===== src/rtl/eeslv_pkg.sv =====
package eeslv_pkg;

   typedef enum logic [2:0] {
      PH_IDLE  = 3'd0,
      PH_DEV   = 3'd1,
      PH_ADDR  = 3'd2,
      PH_WDATA = 3'd3,
      PH_RDATA = 3'd4
   } eeslv_phase_e;

   localparam logic [3:0] DEV_PREFIX = 4'b1010;

   localparam logic [3:0] ACK_SLOT = 4'd8;
   localparam logic [3:0] ACK_DONE = 4'd9;

   function automatic bit is_pow2(input int v);
      return (v > 0) && ((v & (v - 1)) == 0);
   endfunction

endpackage


===== src/rtl/eeslv_bus_sense.sv =====
module eeslv_bus_sense #(
   parameter int SYNC_STAGES = 2
) (
   input  logic clk,
   input  logic rst_n,
   input  logic scl_i,
   input  logic sda_i,
   output logic sda_s,
   output logic scl_rise,
   output logic scl_fall,
   output logic start_det,
   output logic stop_det
);

   logic scl_now, sda_now;
   logic scl_q, sda_q;

   generate
      if (SYNC_STAGES == 0) begin : g_direct
         assign scl_now = scl_i;
         assign sda_now = sda_i;
      end else begin : g_sync
         logic [SYNC_STAGES-1:0] scl_pipe, sda_pipe;
         always_ff @(posedge clk or negedge rst_n) begin
            if (!rst_n) begin
               scl_pipe <= '1;
               sda_pipe <= '1;
            end else begin
               scl_pipe[0] <= scl_i;
               sda_pipe[0] <= sda_i;
               for (int k = 1; k < SYNC_STAGES; k++) begin
                  scl_pipe[k] <= scl_pipe[k-1];
                  sda_pipe[k] <= sda_pipe[k-1];
               end
            end
         end
         assign scl_now = scl_pipe[SYNC_STAGES-1];
         assign sda_now = sda_pipe[SYNC_STAGES-1];
      end
   endgenerate

   always_ff @(posedge clk or negedge rst_n) begin
      if (!rst_n) begin
         scl_q <= 1'b1;
         sda_q <= 1'b1;
      end else begin
         scl_q <= scl_now;
         sda_q <= sda_now;
      end
   end

   assign sda_s     = sda_now;
   assign scl_rise  =  scl_now & ~scl_q;
   assign scl_fall  = ~scl_now &  scl_q;
   assign start_det =  scl_now &  scl_q &  sda_q & ~sda_now;
   assign stop_det  =  scl_now &  scl_q & ~sda_q &  sda_now;

endmodule


===== src/rtl/eeslv_busy_timer.sv =====
module eeslv_busy_timer #(
   parameter int BUSY_CYCLES = 600
) (
   input  logic clk,
   input  logic rst_n,
   input  logic load,
   output logic busy
);

   localparam int CW = $clog2(BUSY_CYCLES + 1);

   logic [CW-1:0] cnt_q;

   always_ff @(posedge clk or negedge rst_n) begin
      if (!rst_n)
         cnt_q <= '0;
      else if (load)
         cnt_q <= CW'(BUSY_CYCLES);
      else if (cnt_q != '0)
         cnt_q <= cnt_q - CW'(1);
   end

   assign busy = (cnt_q != '0);

endmodule


===== src/rtl/eeslv_store.sv =====
module eeslv_store #(
   parameter int MEM_BYTES  = 256,
   parameter int PAGE_BYTES = 16,
   localparam int AW = $clog2(MEM_BYTES),
   localparam int PW = $clog2(PAGE_BYTES),
   localparam int GW = AW - PW
) (
   input  logic          clk,
   input  logic          rst_n,
   input  logic          buf_we,
   input  logic [PW-1:0] buf_idx,
   input  logic [7:0]    buf_data,
   input  logic          buf_clear,
   input  logic          commit,
   input  logic [GW-1:0] page_sel,
   input  logic          wp_all,
   input  logic          wp_low,
   input  logic [AW-1:0] rd_addr,
   output logic [7:0]    rd_data,
   output logic          pend,
   output logic          wr_any
);

   localparam int HALF = MEM_BYTES / 2;

   logic [7:0]            mem_q [MEM_BYTES];
   logic [7:0]            buf_q [PAGE_BYTES];
   logic [PAGE_BYTES-1:0] valid_q;
   logic [MEM_BYTES-1:0]  row_we;

   generate
      for (genvar r = 0; r < MEM_BYTES; r++) begin : g_row
         localparam int  PG    = r / PAGE_BYTES;
         localparam int  COL   = r % PAGE_BYTES;
         localparam bit  LOWER = (r < HALF);
         assign row_we[r] = commit && (page_sel == GW'(PG)) && valid_q[COL]
                            && !wp_all && !(LOWER ? wp_low : 1'b0);
      end
   endgenerate

   always_ff @(posedge clk or negedge rst_n) begin
      if (!rst_n) begin
         for (int r = 0; r < MEM_BYTES; r++) mem_q[r] <= 8'hFF;
      end else begin
         for (int r = 0; r < MEM_BYTES; r++)
            if (row_we[r]) mem_q[r] <= buf_q[r % PAGE_BYTES];
      end
   end

   always_ff @(posedge clk or negedge rst_n) begin
      if (!rst_n) begin
         valid_q <= '0;
         for (int k = 0; k < PAGE_BYTES; k++) buf_q[k] <= 8'h00;
      end else if (commit || buf_clear) begin
         valid_q <= '0;
      end else if (buf_we) begin
         buf_q[buf_idx]   <= buf_data;
         valid_q[buf_idx] <= 1'b1;
      end
   end

   assign rd_data = mem_q[rd_addr];
   assign pend    = |valid_q;
   assign wr_any  = |row_we;

endmodule


===== src/rtl/eeprom_i2c_slave.sv =====
module eeprom_i2c_slave #(
   parameter int MEM_BYTES   = 256,
   parameter int PAGE_BYTES  = 16,
   parameter int BUSY_CYCLES = 600,
   parameter int SYNC_STAGES = 2
) (
   input  logic       clk,
   input  logic       rst_n,
   input  logic       scl_i,
   input  logic       sda_i,
   output logic       sda_oe,
   input  logic [2:0] strap_i,
   input  logic       wp_all_i,
   input  logic       wp_low_i
);
   import eeslv_pkg::*;

   localparam int AW = $clog2(MEM_BYTES);
   localparam int PW = $clog2(PAGE_BYTES);
   localparam int GW = AW - PW;

   generate
      if (!is_pow2(MEM_BYTES) || MEM_BYTES > 256) begin : g_bad_mem
         $error("MEM_BYTES must be a power of two no larger than one octet of address");
      end
      if (!is_pow2(PAGE_BYTES) || PAGE_BYTES < 2 || 2 * PAGE_BYTES > MEM_BYTES) begin : g_bad_page
         $error("PAGE_BYTES must be a power of two of at most half the array");
      end
      if (BUSY_CYCLES < 1) begin : g_bad_busy
         $error("BUSY_CYCLES must be at least one");
      end
      if (SYNC_STAGES < 0) begin : g_bad_sync
         $error("SYNC_STAGES must not be negative");
      end
   endgenerate

   logic sda_s, scl_rise, scl_fall, start_det, stop_det;

   eeslv_bus_sense #(.SYNC_STAGES(SYNC_STAGES)) u_sense (
      .clk       (clk),
      .rst_n     (rst_n),
      .scl_i     (scl_i),
      .sda_i     (sda_i),
      .sda_s     (sda_s),
      .scl_rise  (scl_rise),
      .scl_fall  (scl_fall),
      .start_det (start_det),
      .stop_det  (stop_det)
   );

   eeslv_phase_e  phase_q;
   logic [3:0]    bcnt_q;
   logic [7:0]    shreg_q;
   logic [6:0]    tx_q;
   logic [AW-1:0] addr_q;
   logic          drive_q, rw_q, mack_q;

   logic          busy, pend, commit, buf_clear, buf_we, wr_any, addr_hit;
   logic [7:0]    rd_data;

   assign addr_hit  = (shreg_q[7:4] == DEV_PREFIX) && (shreg_q[3:1] == strap_i) && !busy;
   assign commit    = stop_det && (phase_q == PH_WDATA) && pend;
   assign buf_clear = start_det || (stop_det && !commit);
   assign buf_we    = scl_fall && (phase_q == PH_WDATA) && (bcnt_q == ACK_SLOT);

   eeslv_store #(.MEM_BYTES(MEM_BYTES), .PAGE_BYTES(PAGE_BYTES)) u_store (
      .clk       (clk),
      .rst_n     (rst_n),
      .buf_we    (buf_we),
      .buf_idx   (addr_q[PW-1:0]),
      .buf_data  (shreg_q),
      .buf_clear (buf_clear),
      .commit    (commit),
      .page_sel  (addr_q[AW-1:PW]),
      .wp_all    (wp_all_i),
      .wp_low    (wp_low_i),
      .rd_addr   (addr_q),
      .rd_data   (rd_data),
      .pend      (pend),
      .wr_any    (wr_any)
   );

   eeslv_busy_timer #(.BUSY_CYCLES(BUSY_CYCLES)) u_busy (
      .clk   (clk),
      .rst_n (rst_n),
      .load  (commit),
      .busy  (busy)
   );

   always_ff @(posedge clk or negedge rst_n) begin
      if (!rst_n) begin
         phase_q <= PH_IDLE;
         bcnt_q  <= 4'd0;
         shreg_q <= 8'h00;
         tx_q    <= 7'h00;
         addr_q  <= '0;
         drive_q <= 1'b0;
         rw_q    <= 1'b0;
         mack_q  <= 1'b0;
      end else if (start_det) begin
         phase_q <= PH_DEV;
         bcnt_q  <= 4'd0;
         drive_q <= 1'b0;
      end else if (stop_det) begin
         phase_q <= PH_IDLE;
         bcnt_q  <= 4'd0;
         drive_q <= 1'b0;
      end else if (phase_q != PH_IDLE) begin
         if (scl_rise) begin
            if (bcnt_q < ACK_SLOT) shreg_q <= {shreg_q[6:0], sda_s};
            else                   mack_q  <= !sda_s;
            bcnt_q <= bcnt_q + 4'd1;
         end
         if (scl_fall) begin
            case (bcnt_q)
               ACK_SLOT: begin
                  case (phase_q)
                     PH_DEV: begin
                        rw_q    <= shreg_q[0];
                        drive_q <= addr_hit;
                        if (!addr_hit) phase_q <= PH_IDLE;
                     end
                     PH_ADDR: begin
                        addr_q  <= shreg_q[AW-1:0];
                        drive_q <= 1'b1;
                     end
                     PH_WDATA: begin
                        addr_q[PW-1:0] <= addr_q[PW-1:0] + PW'(1);
                        drive_q        <= 1'b1;
                     end
                     default: drive_q <= 1'b0;
                  endcase
               end
               ACK_DONE: begin
                  bcnt_q  <= 4'd0;
                  drive_q <= 1'b0;
                  case (phase_q)
                     PH_DEV: begin
                        if (rw_q) begin
                           phase_q <= PH_RDATA;
                           tx_q    <= rd_data[6:0];
                           addr_q  <= addr_q + AW'(1);
                           drive_q <= !rd_data[7];
                        end else begin
                           phase_q <= PH_ADDR;
                        end
                     end
                     PH_ADDR: phase_q <= PH_WDATA;
                     PH_RDATA: begin
                        if (mack_q) begin
                           tx_q    <= rd_data[6:0];
                           addr_q  <= addr_q + AW'(1);
                           drive_q <= !rd_data[7];
                        end else begin
                           phase_q <= PH_IDLE;
                        end
                     end
                     default: ;
                  endcase
               end
               default: begin
                  if (phase_q == PH_RDATA && bcnt_q != 4'd0) begin
                     drive_q <= !tx_q[6];
                     tx_q    <= {tx_q[5:0], 1'b0};
                  end
               end
            endcase
         end
      end
   end

   assign sda_oe = drive_q;

endmodule


===== config.mk =====
export PLATFORM = sky130hd
export DESIGN_NAME = eeprom_i2c_slave
export DESIGN_NICKNAME = d
export VERILOG_FILES = /design/src/rtl/eeslv_pkg.sv /design/src/rtl/eeslv_bus_sense.sv /design/src/rtl/eeslv_busy_timer.sv /design/src/rtl/eeslv_store.sv /design/src/rtl/eeprom_i2c_slave.sv
export SDC_FILE = /design/constraint.sdc
export NUM_CORES = 2
export LEC_CHECK = 0
export BUFFER_PORTS_ARGS = -buffer_cell sky130_fd_sc_hd__buf_2
export CORE_MARGIN = 5
export CORE_UTILIZATION = 50
export CTS_BUF_LIST = sky130_fd_sc_hd__clkbuf_8
export CTS_CLUSTER_DIAMETER = 150
export DETAILED_ROUTE_END_ITERATION = 6
export GPL_ROUTABILITY_DRIVEN = 0
export PLACE_DENSITY = 0.65
export RECOVER_POWER = 25
export SLEW_MARGIN = 10
export SYNTH_ARGS = -nofsm -noshare
export SYNTH_HDL_FRONTEND = slang
export SYNTH_SLANG_ARGS = --single-unit

===== constraint.sdc =====
create_clock -name clk -period 6.1 [get_ports clk]
set_input_delay 0.305 -clock clk [delete_from_list [all_inputs] [get_ports clk]]
set_output_delay 0.305 -clock clk [all_outputs]
set_load 0.02 [all_outputs]

---- Word level (Yosys, flattened, before mapping) ----
Cells that the tools add are included.
cells by class
  reductions and logical operators ........ 698
  bitwise operators ....................... 19
  muxes and demuxes ....................... 49
  order comparisons ....................... 6
  add/subtract/negate cells ............... 4
  equal/unequal tests ..................... 32
operators by type and width
  operator                 count
  $logic_and A1 B1 Y1      666
  $bwmux W128              1
  $bmux W8 S8              1
  $eq A4 B4 Y1 const B     11
  $mux W8                  5
  $demux W8 S4             1
  $mux W16                 2
  $pmux W8 S2              2
  $mux W4                  7
  $pmux W7 S2              2
  $reduce_and A9 Y1        3
  $mux W3                  8
  $mux W7                  3
  $mux W10                 2
  $eq A4 B3 Y1 const B     4
  $or A16 B16 Y16          1
  $reduce_or A16 Y1        1
  $reduce_and A5 Y1        2
  $reduce_bool A10 Y1      1
  $sub A10 B1 Y10 const B  1
  $ge A9 B9 Y1 const B     1
  $not A1 Y1               9
  $not A8 Y9               1
  $pmux W3 S3              1
  other kinds (39)         72
word-level totals
  word-level logic and storage cells ...... 1095
  register bits after elaboration ......... 2241
  input port bits ......................... 9
  output and inout port bits .............. 1

---- Depth between registers and ports, before layout ----
  depth after elaboration ................. 12
  mapped depth ............................ 12
  gate-level depth less buffers ........... 9

---- By module ----
From an unflattened synthesis, not the netlist that was laid out.
unflattened totals
  cells, all modules ...................... 6721
  area, all modules ....................... 106150.6 um^2
modules (own cells, without submodules)
  module            cells each  sequential area each (um^2)  times used  area each (um^2)
  eeslv_store       6439        57415.1                      1           103427.9
  eeprom_i2c_slave  219         825.8                        1           2004.4
  eeslv_busy_timer  53          250.2                        1           528.0
  eeslv_bus_sense   10          157.7                        1           190.2

---- Worst setup path before layout ----
No wires, ideal clock.
  path type ............................... reg2reg
  start point ............................. register addr_q[0]
  end point ............................... register u_store.buf_q[104] in the netlist's numbering
  stages on the path, launching flop included .. 11
  slack ................................... 3420 ps
  setup time .............................. 125 ps
  arrival ................................. 2555 ps
  path buffers ............................ 5
  clock period less this slack ............ 2680 ps
  data required time ...................... 5975 ps
  cell sequence ........................... dfrtp_1 > buf_6 > buf_4 > buf_2 > inv_2 > buf_2 > buf_2 > ha_1 > nand2_1 > nor3_2 > mux2_2
on the way
  word-level cells in the longest chain between the ends .. 6
  elaborated cells between the ends (all ways) .. 7
  those cells by class .................... order compare (2); mux (3); bitwise (1); reduce/logical (1)
ends and longest elaborated chain
  element                                                                    line                     text
  from (decl)                                                                eeprom_i2c_slave.sv:55   logic [AW-1:0] addr_q;
  from (signal assigned)                                                     eeprom_i2c_slave.sv:124  addr_q <= shreg_q[AW-1:0];
  from (signal, indexed assignment)                                          eeprom_i2c_slave.sv:128  addr_q[PW-1:0] <= addr_q[PW-1:0] + PW'(1);
  from (signal assigned)                                                     eeprom_i2c_slave.sv:142  addr_q <= addr_q + AW'(1);
  $not A4 Y5 (not written as such) *                                         eeslv_store.sv:57        buf_q[buf_idx] <= buf_data;
  $ge A5 B5 Y1 (not written as such) / $lt A5 B1 Y1 (equally long branches)  eeslv_store.sv:57
  $logic_and A1 B1 Y1 (not written as such)                                  eeslv_store.sv:57
  $mux W8 (not written as such)                                              eeslv_store.sv:57
  $demux W8 S4 *                                                             eeslv_store.sv:57
  $bwmux W128 *                                                              eeslv_store.sv:57
  to (signal, indexed assignment)                                            eeslv_store.sv:57
  to (decl)                                                                  eeslv_store.sv:27        logic [7:0] buf_q [PAGE_BYTES];
Every way passes the cells marked *; elsewhere a longest branch is shown, timed or not.
A chain may end at the register's enable or synchronous reset.

==> flow_summary.ini <==
[sta]
rsz0062_at_grt = no
fin_skew_ns = 0.07912
finalSetupTns_ns = 0
final_hold_viol_count = 0
worstMarginPinSlew_ns = 4.716
setup_ws_ns = 1.371
min_period_ns = 4.729
slew_headroom_pct = -214.4
finalCritPeriodShare_pct = 77.53
final-max-slew-violation-count = 1233
max_freq_mhz = 211.5
setup_viol = 0

[layout]
layout_common_cells = 2131 x mux2_2, 2050 x dfstp_2, 511 x clkbuf_8, 494 x mux4_2, 157 x mux2i_1
fin_cells = 9811
seq_area_um2 = 58730
layout.nets = 6725
final_common_cell = mux2_2
final_layout_size_suffix_gt1_share_pct = 82.90
area_delta_synth_final_pct = 10.53
fillCellCount = 16904
multiInputGateArea_um2 = 44460

[die]
coreArea_um2 = 209400
start_util_pct = 50.23
rows = 168
io_pins = 10
die_width_um = 468.6
die_y_um = 468.6
die_area_um2 = 219600

[global_routing]
grt_max_degree = 190
gr-total-overflow = 0
first_global_vias = 66499
grt_pass1_wl_um = 552000
antenna_found_initial = 51
grt_usage_pct = 36.33

[detailed_routing]
vias = 65941
detail_route.first_pass.iterations = 7
drt-wirelength-per-cell_um = 40.73
detail-route-antenna-nets = 0
routed_wl_um = 399600
drt-vias-per-instance = 6.721
drt_iter0_markers = 7321
drc = 22

[clocking]
htreeDepth = 5
cts_max_path_buffers = 4
cts_buffers = 392
hold_buffers = 6
cts_setup_buffers = 0
clkTransAtPathRegs_ns = 0.06
clock_latency_ns = 1.13
cts-root-buf = clkbuf_8
tritoncts = done
ctsResizeCount = 0
cts_sinks = 2241

[yosys]
yosysWarningCount = 0
syn-num-nets = 6524
syn_area_per_cell_um2 = 16.17
synthCells = 6506
ys_ff_latch = 2241
synth_seq_area_share_pct = 55.77
synth_edf_count = 0
synth_area_um2 = 105200
ys.flop_type = dfstp_2
synthArstFlopShare_pct = 100.0
ys_types = 74

[setup_path]
r2r-end = tx_q[2]
crit_family = buffers and inverters
ff2ff_path_depth = 7
cp_cell_sequence = dlygate4sd3_1 -> buf_12 -> clkbuf_1 -> clkbuf_1
endpoint_kind = async pin
required_ns = 6.72
cp_max_fo = 108
r2r_slack_ns = 1.59
worstReg2RegStart = addr_q[2]
cpMostUsedCell = clkbuf_1
startpoint_type = primary input
setup.worst_path.class = primary input to async pin
slowest_delay_ns = 2.18
cp_data_arrival_time_ns = 5.35
cp_slowest_cell = clkbuf_1
path_buf_inv = 4

[placement]
place_ws_ns = 1.883
place_hpwl_um = 250000
placed_cells = 9111
io_buffer_count = 9

[power_and_ir_drop]
power_density_nw_per_um2 = 261.9
peakVddDrop_v = 0.0002882
leakage_nw = 45.61

[run_status]
run_status = finished, violations left
violations = design-rule violations, max-capacitance violations, max-slew violations

[min_path]
hold_path_class = primary input to async pin

[flow_run]
drv_cap = 14
worst reg2reg max path: cells and delay by family (launching register included):
kind,cells,cell delay (ns)
flip-flops,1,0.98
AND/OR/NAND/NOR,1,0.99
AO/OA/AOI/OAI,5,1.88
buffers and inverters,1,0.64
cell usage after synthesis, types with 6 or more instances:
cell type  count  area [um2]
nor2_4       151        1700
nand3b_1      12       90.09
mux4_2       494       11130
clkbuf_1      76       285.3
a31oi_1       16       100.1
mux2_1        62       698.2
a32o_1         6       60.06
a22oi_1       45       337.8
nor4_1        16       100.1
buf_6         22       247.7
nand2_1      122       457.9
mux2_2      2131       24000
ha_1           9       112.6
and3_1         6       37.54
buf_4         66       495.5
o221ai_1      10       87.58
a21oi_1       50       250.2
a32oi_1       16       140.1
buf_2         83       415.4
xor2_1         6       52.55
nor3_1        18       90.09
buf_1        151       566.8
nand3_1       35       175.2
xnor2_1        7       61.31
a21o_1        16       120.1
mux2i_1      157        1572
nand4_1       11       68.82
nand2b_1      30       187.7
a221oi_1      16       140.1
o21ai_0       45       225.2
o22ai_1       64       400.4
nand2_2       10       62.56
inv_1          9       33.78
nor2_2       111       694.4
dfstp_2     2054       53970
nor2_1        62       232.7
a211oi_1       7       52.55
dfrtp_1      187        4679
nor2b_1       13       81.33
or2_2         17       106.4
nor2_8         9       180.2
flip-flops by register name (all words and copies together), names as in the netlist, 2 cells and up:
register / flops
phase_q: 3
u_sense.g_sync.scl_pipe: 2
shreg_q: 8
tx_q: 7
u_store.buf_q: 128
addr_q: 8
u_sense.g_sync.sda_pipe: 2
u_busy.cnt_q: 10
u_store.mem_q: 2048
bcnt_q: 4
u_store.valid_q: 16
worst max path at each step:
stage	to	cells after the start	slack [ns]	start
after global routing	u_store.buf_q[120]	4	0.80	rst_n
after detailed placement	sda_oe	8	1.88	addr_q[3]
final	u_store.buf_q[124]	4	1.37	rst_n
after global placement	tx_q[5]	8	1.87	addr_q[4]
after CTS	sda_oe	8	1.87	addr_q[3]
after floorplan	u_store.buf_q[104]	10	3.42	addr_q[0]
metrics by stage:
stage,util (%),instance area [um2],total power [W],hold WS [ns]
6_report,55.52,116200,0.03044,0.1407
5_1_grt,55.49,116200,0.03133,0.2079
4_1_cts,55.56,116300,0.03055,0.1838
3_5_place_dp,51.86,108600,0.01687,0.3826
3_3_place_gp,51.86,108600,0.01686,0.3755
2_1_floorplan,-,105200,0.01604,0.009409
metal layers:
metal  vias up  wire (um)  global-route usage, %
li1      24789          -                      -
met1     35942     153500                  47.64
met2      3991     171700                  51.99
met3      1211      44930                  12.45
met4         8      29470                  22.50
met5         -         55                      0
kinds of logic after synthesis:
group | synth area share [%]
muxes | 35.55
DFF | 55.77
and+or+nand+nor | 4.361
buffers and inverters | 1.989
AOI/OAI and AO/OA | 2.115
xor gates and xnor gates | 0.1083
adders and majority gates | 0.1071
area by class of cell:
cell class	count	share of cell area, %
clock buffers	510	6.038
repair buffers	207	1.499
inverters	11	0.03767
clock inverters	153	0.5672
well taps	2805	3.019
diodes	30	0.06458
multi-input cells	3854	38.25
flip-flops and latches	2241	50.52
report_power, final:
group          leakage [nW]  switching (W)  internal (W)  total (W)
logic                  17.5        0.00110      0.000423    0.00152
registers              23.7       0.000196        0.0150     0.0152
clock network          4.43        0.00631       0.00744     0.0137
Power figures use the tool's default switching activity.
